<file path="src/rtl/errcap_pkg.sv">
package errcap_pkg;

    // Packed syndrome word layout
    localparam int TSYN_W     = 4;
    localparam int DSYN_W     = 9;
    localparam int TSYN_LSB   = 16;
    localparam int DSYN_LSB   = 0;
    localparam int SYN_WORD_W = TSYN_LSB + TSYN_W;

    // Priority classes: higher code means higher priority
    localparam int CLS_W    = 2;
    localparam int NUM_CLS  = 1 << CLS_W;

    typedef logic [CLS_W-1:0] cls_t;

    typedef enum logic [1:0] {
        ST_EMPTY = 2'd0,
        ST_HELD  = 2'd1,
        ST_FREE  = 2'd2
    } lock_st_e;

endpackage

</file>
<file path="src/rtl/errcap_arbiter.sv">
module errcap_arbiter
    import errcap_pkg::*;
#(
    parameter int N     = 16,
    parameter int IDX_W = $clog2(N)
) (
    input  logic [N-1:0]       vld,
    input  logic [CLS_W*N-1:0] cls,
    output logic               win_any,
    output logic [IDX_W-1:0]   win_idx,
    output cls_t               win_cls
);

    logic [N-1:0]     req [NUM_CLS];
    logic [IDX_W-1:0] enc [NUM_CLS];

    function automatic logic [IDX_W-1:0] lowest_set(input logic [N-1:0] v);
        logic [IDX_W-1:0] r;
        r = '0;
        for (int i = N - 1; i >= 0; i--) begin
            if (v[i]) r = IDX_W'(i);
        end
        return r;
    endfunction

    // One request vector and one lowest-index encoder per class
    for (genvar c = 0; c < NUM_CLS; c++) begin : g_cls
        for (genvar i = 0; i < N; i++) begin : g_bit
            assign req[c][i] = vld[i] && (cls[CLS_W*i +: CLS_W] == CLS_W'(c));
        end
        assign enc[c] = lowest_set(req[c]);
    end

    // Highest class with a request wins
    always_comb begin
        win_any = 1'b0;
        win_idx = '0;
        win_cls = '0;
        for (int c = 0; c < NUM_CLS; c++) begin
            if (|req[c]) begin
                win_any = 1'b1;
                win_idx = enc[c];
                win_cls = CLS_W'(c);
            end
        end
    end

endmodule

</file>
<file path="src/rtl/errcap_lock_fsm.sv">
module errcap_lock_fsm
    import errcap_pkg::*;
#(
    parameter int N     = 16,
    parameter int IDX_W = $clog2(N)
) (
    input  logic             clk,
    input  logic             rst_n,
    input  logic             win_any,
    input  cls_t             win_cls,
    input  logic             clr_we,
    input  logic [N-1:0]     clr_mask,
    input  logic [IDX_W-1:0] held_idx,
    input  cls_t             held_cls,
    output logic             load,
    output logic             held
);

    lock_st_e st_q, st_d;
    logic     own_clr;

    assign own_clr = clr_we && clr_mask[held_idx];

    // Next state and load decision
    always_comb begin
        st_d = st_q;
        load = 1'b0;
        unique case (st_q)
            ST_EMPTY: begin
                if (win_any) begin          // T_FIRST
                    load = 1'b1;
                    st_d = ST_HELD;
                end
            end
            ST_HELD: begin
                if (own_clr) begin
                    if (win_any) begin      // T_SWAP
                        load = 1'b1;
                        st_d = ST_HELD;
                    end else begin          // T_RELEASE
                        st_d = ST_FREE;
                    end
                end else if (win_any && (win_cls > held_cls)) begin
                    load = 1'b1;            // T_PROMOTE
                    st_d = ST_HELD;
                end
            end
            ST_FREE: begin
                if (win_any) begin          // T_RECAPTURE
                    load = 1'b1;
                    st_d = ST_HELD;
                end
            end
            default: st_d = ST_EMPTY;
        endcase
    end

    // State register
    always_ff @(posedge clk) begin
        if (!rst_n) st_q <= ST_EMPTY;
        else        st_q <= st_d;
    end

    // Outputs
    always_comb begin
        held = (st_q == ST_HELD);
    end

endmodule

</file>
<file path="src/rtl/errcap_store.sv">
module errcap_store
    import errcap_pkg::*;
#(
    parameter int ADDR_W = 40,
    parameter int IDX_W  = 4
) (
    input  logic                  clk,
    input  logic                  rst_n,
    input  logic                  load,
    input  logic [IDX_W-1:0]      in_idx,
    input  cls_t                  in_cls,
    input  logic [ADDR_W-1:0]     in_addr,
    input  logic [TSYN_W-1:0]     in_tsyn,
    input  logic [DSYN_W-1:0]     in_dsyn,
    output logic [IDX_W-1:0]      q_idx,
    output cls_t                  q_cls,
    output logic [ADDR_W-1:0]     q_addr,
    output logic [SYN_WORD_W-1:0] q_syn
);

    logic [TSYN_W-1:0] tsyn_q;
    logic [DSYN_W-1:0] dsyn_q;

    always_ff @(posedge clk) begin
        if (!rst_n) begin
            q_idx  <= '0;
            q_cls  <= '0;
            q_addr <= '0;
            tsyn_q <= '0;
            dsyn_q <= '0;
        end else if (load) begin
            q_idx  <= in_idx;
            q_cls  <= in_cls;
            q_addr <= in_addr;
            tsyn_q <= in_tsyn;
            dsyn_q <= in_dsyn;
        end
    end

    always_comb begin
        q_syn = '0;
        q_syn[TSYN_LSB +: TSYN_W] = tsyn_q;
        q_syn[DSYN_LSB +: DSYN_W] = dsyn_q;
    end

endmodule

</file>
<file path="src/rtl/errcap_unit.sv">
module errcap_unit
    import errcap_pkg::*;
#(
    parameter int N      = 16,
    parameter int ADDR_W = 40,
    parameter int IDX_W  = $clog2(N)
) (
    input  logic                  clk,
    input  logic                  rst_n,
    input  logic [N-1:0]          err_vld,
    input  logic [CLS_W*N-1:0]    err_cls,
    input  logic [ADDR_W-1:0]     err_addr,
    input  logic [TSYN_W-1:0]     err_tsyn,
    input  logic [DSYN_W-1:0]     err_dsyn,
    input  logic                  clr_we,
    input  logic [N-1:0]          clr_mask,
    output logic                  cap_valid,
    output logic [IDX_W-1:0]      cap_idx,
    output logic [CLS_W-1:0]      cap_cls,
    output logic [ADDR_W-1:0]     cap_addr,
    output logic [SYN_WORD_W-1:0] cap_syn
);

    logic             win_any;
    logic [IDX_W-1:0] win_idx;
    cls_t             win_cls;
    logic             load;

    errcap_arbiter #(.N(N), .IDX_W(IDX_W)) u_arb (
        .vld     (err_vld),
        .cls     (err_cls),
        .win_any (win_any),
        .win_idx (win_idx),
        .win_cls (win_cls)
    );

    errcap_lock_fsm #(.N(N), .IDX_W(IDX_W)) u_fsm (
        .clk      (clk),
        .rst_n    (rst_n),
        .win_any  (win_any),
        .win_cls  (win_cls),
        .clr_we   (clr_we),
        .clr_mask (clr_mask),
        .held_idx (cap_idx),
        .held_cls (cap_cls),
        .load     (load),
        .held     (cap_valid)
    );

    errcap_store #(.ADDR_W(ADDR_W), .IDX_W(IDX_W)) u_store (
        .clk     (clk),
        .rst_n   (rst_n),
        .load    (load),
        .in_idx  (win_idx),
        .in_cls  (win_cls),
        .in_addr (err_addr),
        .in_tsyn (err_tsyn),
        .in_dsyn (err_dsyn),
        .q_idx   (cap_idx),
        .q_cls   (cap_cls),
        .q_addr  (cap_addr),
        .q_syn   (cap_syn)
    );

endmodule

</file>
<file path="config.mk">
export PLATFORM = sky130hd
export DESIGN_NAME = errcap_unit
export DESIGN_NICKNAME = d
export VERILOG_FILES = /design/src/rtl/errcap_pkg.sv /design/src/rtl/errcap_arbiter.sv /design/src/rtl/errcap_lock_fsm.sv /design/src/rtl/errcap_store.sv /design/src/rtl/errcap_unit.sv
export SDC_FILE = /design/constraint.sdc
export NUM_CORES = 1
export LEC_CHECK = 0
export BUFFER_PORTS_ARGS = -buffer_cell sky130_fd_sc_hd__clkbuf_2
export CORE_ASPECT_RATIO = 1.2
export CORE_UTILIZATION = 40
export CTS_CLUSTER_DIAMETER = 100
export CTS_CLUSTER_SIZE = 25
export DETAILED_ROUTE_END_ITERATION = 8
export PLACE_DENSITY = 0.74
export SKIP_LAST_GASP = 1
export SLEW_MARGIN = 25
export SYNTH_ARGS = -nofsm -noshare
export SYNTH_HDL_FRONTEND = slang
export SYNTH_SLANG_ARGS = --single-unit
</file>
<file path="constraint.sdc">
create_clock -name clk -period 3.5 [get_ports clk]
set_input_delay 0.35 -clock clk [delete_from_list [all_inputs] [get_ports clk]]
set_output_delay 0.35 -clock clk [all_outputs]
set_load 0.1 [all_outputs]
</file>
==> metrics <==
outcome completed; crit-path max FO 17; initial antenna violation count 0; Final Slew Violations 0; Worst Tran Pin Value 972 ps; Simple-Gate Fraction of Synth Area 0.295; achievable clock frequency 334 MHz; port bufs 179; Placed Cells 736; Synth area leaders dfxtp_1, mux2i_1, nor2_1, nand3b_1, nand2_1; total CTS buffers 9; first-pass GRT wire length 17800 um; Die Y 110 um; WS Path Type in2reg; Cells after Synth 446; Seq cells post-synth 61; max cap viols 0; Post-Synth Adder-Cell Area 0.00642; worst skew pair latency 320 ps; antenna-violating nets left 0; RSZ-0062 raised after global routing no; clock root buffer master clkbuf_16; CTS tree built; crit share post-route 0.854; Hold/Removal Path Class in2reg; Starting Density 0.409; post-synthesis compound-gate area fraction 0.161; warning count from the yosys run 0; met2 global-route usage 0.428; I/O pins 187; PD cells 527 nW/um^2; WHS 263 ps; CTS H-tree lvls 3; number of synthesized flops with an enable pin 0; # Post-CTS Setup Buffers 0; die footprint 10100 sq um; most frequent cells in the layout clkbuf_2, nor2_1, dfxtp_1; post-cts resize count 0; Seq/Total Area, Yosys 0.314; Synth cell types 70; Util after Layout 0.533; Max Clock Skew 7.01 ps; Chip Width 92.1 um; area delta synth->final 30.2%; Residual DRC 0; grt ovf 0; final WL 11300 um; routability cong. 0.918; share of cells above drive strength 1 0.351; Sink Count 61; via count 3979; Fin Setup TNS 0 ps; via/cell ratio 5.29; most common cell after layout, fill and taps aside clkbuf_2; largest net degree at the start of global routing 38; dpl hpwl 9370 um; Post-Syn Area per Cell 8.73 sq um; maximum buffer depth of the clock tree 2; GR peak layer met2; Reg clk slew, reported paths 50 ps; largest family of logic cells by synthesized area simple AND/OR/NAND/NOR gates; vias in the first global route 3909; FP Rows 39; cell taking the most area after synthesis dfxtp_1; M3 GR Usage 0.0610; Synth Flop Type dfxtp_1; max_slew headroom 0.350; core area 9520 sq um; Worst Setup End Kind flip-flop; final setup margin 510 ps; Final Hold Fails 0; crit start category input pin; 1st-pass router iterations 4; Post-Synth XOR/XNOR Area 0.00450; Final setup viols 0; starting DRC count in detailed routing 178; nets 746; Critical Path RT 3680 ps; post-route insts no fill 752; Synth top area share 0.314; wire length per cell 15.1 um; ANT cells 0; leakage power 0.00239 uW; ys async rst share 0; Peak VDD IR 450 uV; critical path data arrival time 3170 ps; Total GRT Usage 0.224; Final Critical Period 2990 ps; post-synthesis mux area share 0.156; worst slack at placement 240 ps; Hold-fix buffers, CTS 0; grt met1 use 0.223; Synth Cell Area 3890 sq um
## path summary, 6_finish.rpt
path	start	depth (start not counted)	endpoint	slack, ps
max	err_cls[10]	14	u_store.q_addr[6]$_SDFFE_PN0P_	510
min	err_dsyn[0]	3	u_store.dsyn_q[0]$_SDFFE_PN0P_	260
max reg2reg	u_store.q_idx[1]$_SDFFE_PN0P_	8	u_store.q_addr[6]$_SDFFE_PN0P_	780
min reg2reg	u_store.q_cls[0]$_SDFFE_PN0P_	2	u_store.q_cls[0]$_SDFFE_PN0P_	490
## sequential cells by signal (all words and copies together), names as in the netlist
name	flops
u_store.q_addr	40
u_store.dsyn_q	9
u_store.q_cls	2
u_store.tsyn_q	4
u_store.q_idx	4
u_fsm.st_q	2
## critical path, cell delays in order
cell and delay [ps]:
clkbuf_2 120, nand3_1 200, nand4_1 180, nor3_2 350, and2_1 320, and2_1 170, ha_1 140, nor2b_1 40
o21ai_0 150, nand4_1 170, o311ai_4 280, buf_4 400, mux2i_1 240, nor2_1 60
## logic make-up (layout without fill, tap and decap cells)
kind of cell / Yosys count / in the layout
and+or+nand+nor: 209 / 209
AOI/OAI and AO/OA: 82 / 82
DFF: 61 / 61
muxes: 58 / 58
buffers and inverters: 31 / 208
adders and majority gates: 2 / 2
xor gates and xnor gates: 2 / 2
other: 1 / 7
## cells in the mapped netlist (4+ instances only)
| master | number |
|---|---|
| buf_12 | 5 |
| o22ai_1 | 7 |
| nand3b_1 | 18 |
| nand2_1 | 35 |
| nor2_1 | 62 |
| o211ai_1 | 6 |
| nand3_1 | 19 |
| nor3b_1 | 11 |
| and3b_1 | 4 |
| a31oi_1 | 4 |
| o21a_1 | 4 |
| and2_1 | 4 |
| nand4_1 | 4 |
| mux2i_1 | 54 |
| nor3_1 | 4 |
| nand2b_1 | 11 |
| buf_4 | 9 |
| a21oi_1 | 12 |
| dfxtp_1 | 61 |
| clkbuf_1 | 7 |
| inv_1 | 9 |
| o21ai_0 | 12 |
| nor2b_1 | 16 |
| or3b_2 | 4 |
## cell type report
class / count / area (sq um)
timing repair buffer: 183 / 938
multi-input combinational: 360 / 2450
clock inverter: 3 / 21.3
tap: 123 / 154
clock buffer: 13 / 250
sequential: 61 / 1220
fill: 923 / 4440
inverter: 9 / 33.8
## power by group
part / switching, uW / internal [uW]
Sequential: 50.2 / 762
Clock: 289 / 498
Combinational: 796 / 279
## layer usage
layer	part of all wire	vias up
met2	0.54	152
met4	0.026	0
met3	0.064	23
met5	0	-
li1	-	1972
met1	0.37	1832
## metrics by stage
step                      area, sq um  power, uW
final                            5070       2670
after floorplan                  3920       1700
after CTS                        5070       2700
after global placement           4800       1880
after global routing             5070       2800
after detailed placement         4800       1900
No activity file was read; power rests on OpenSTA's default activity.
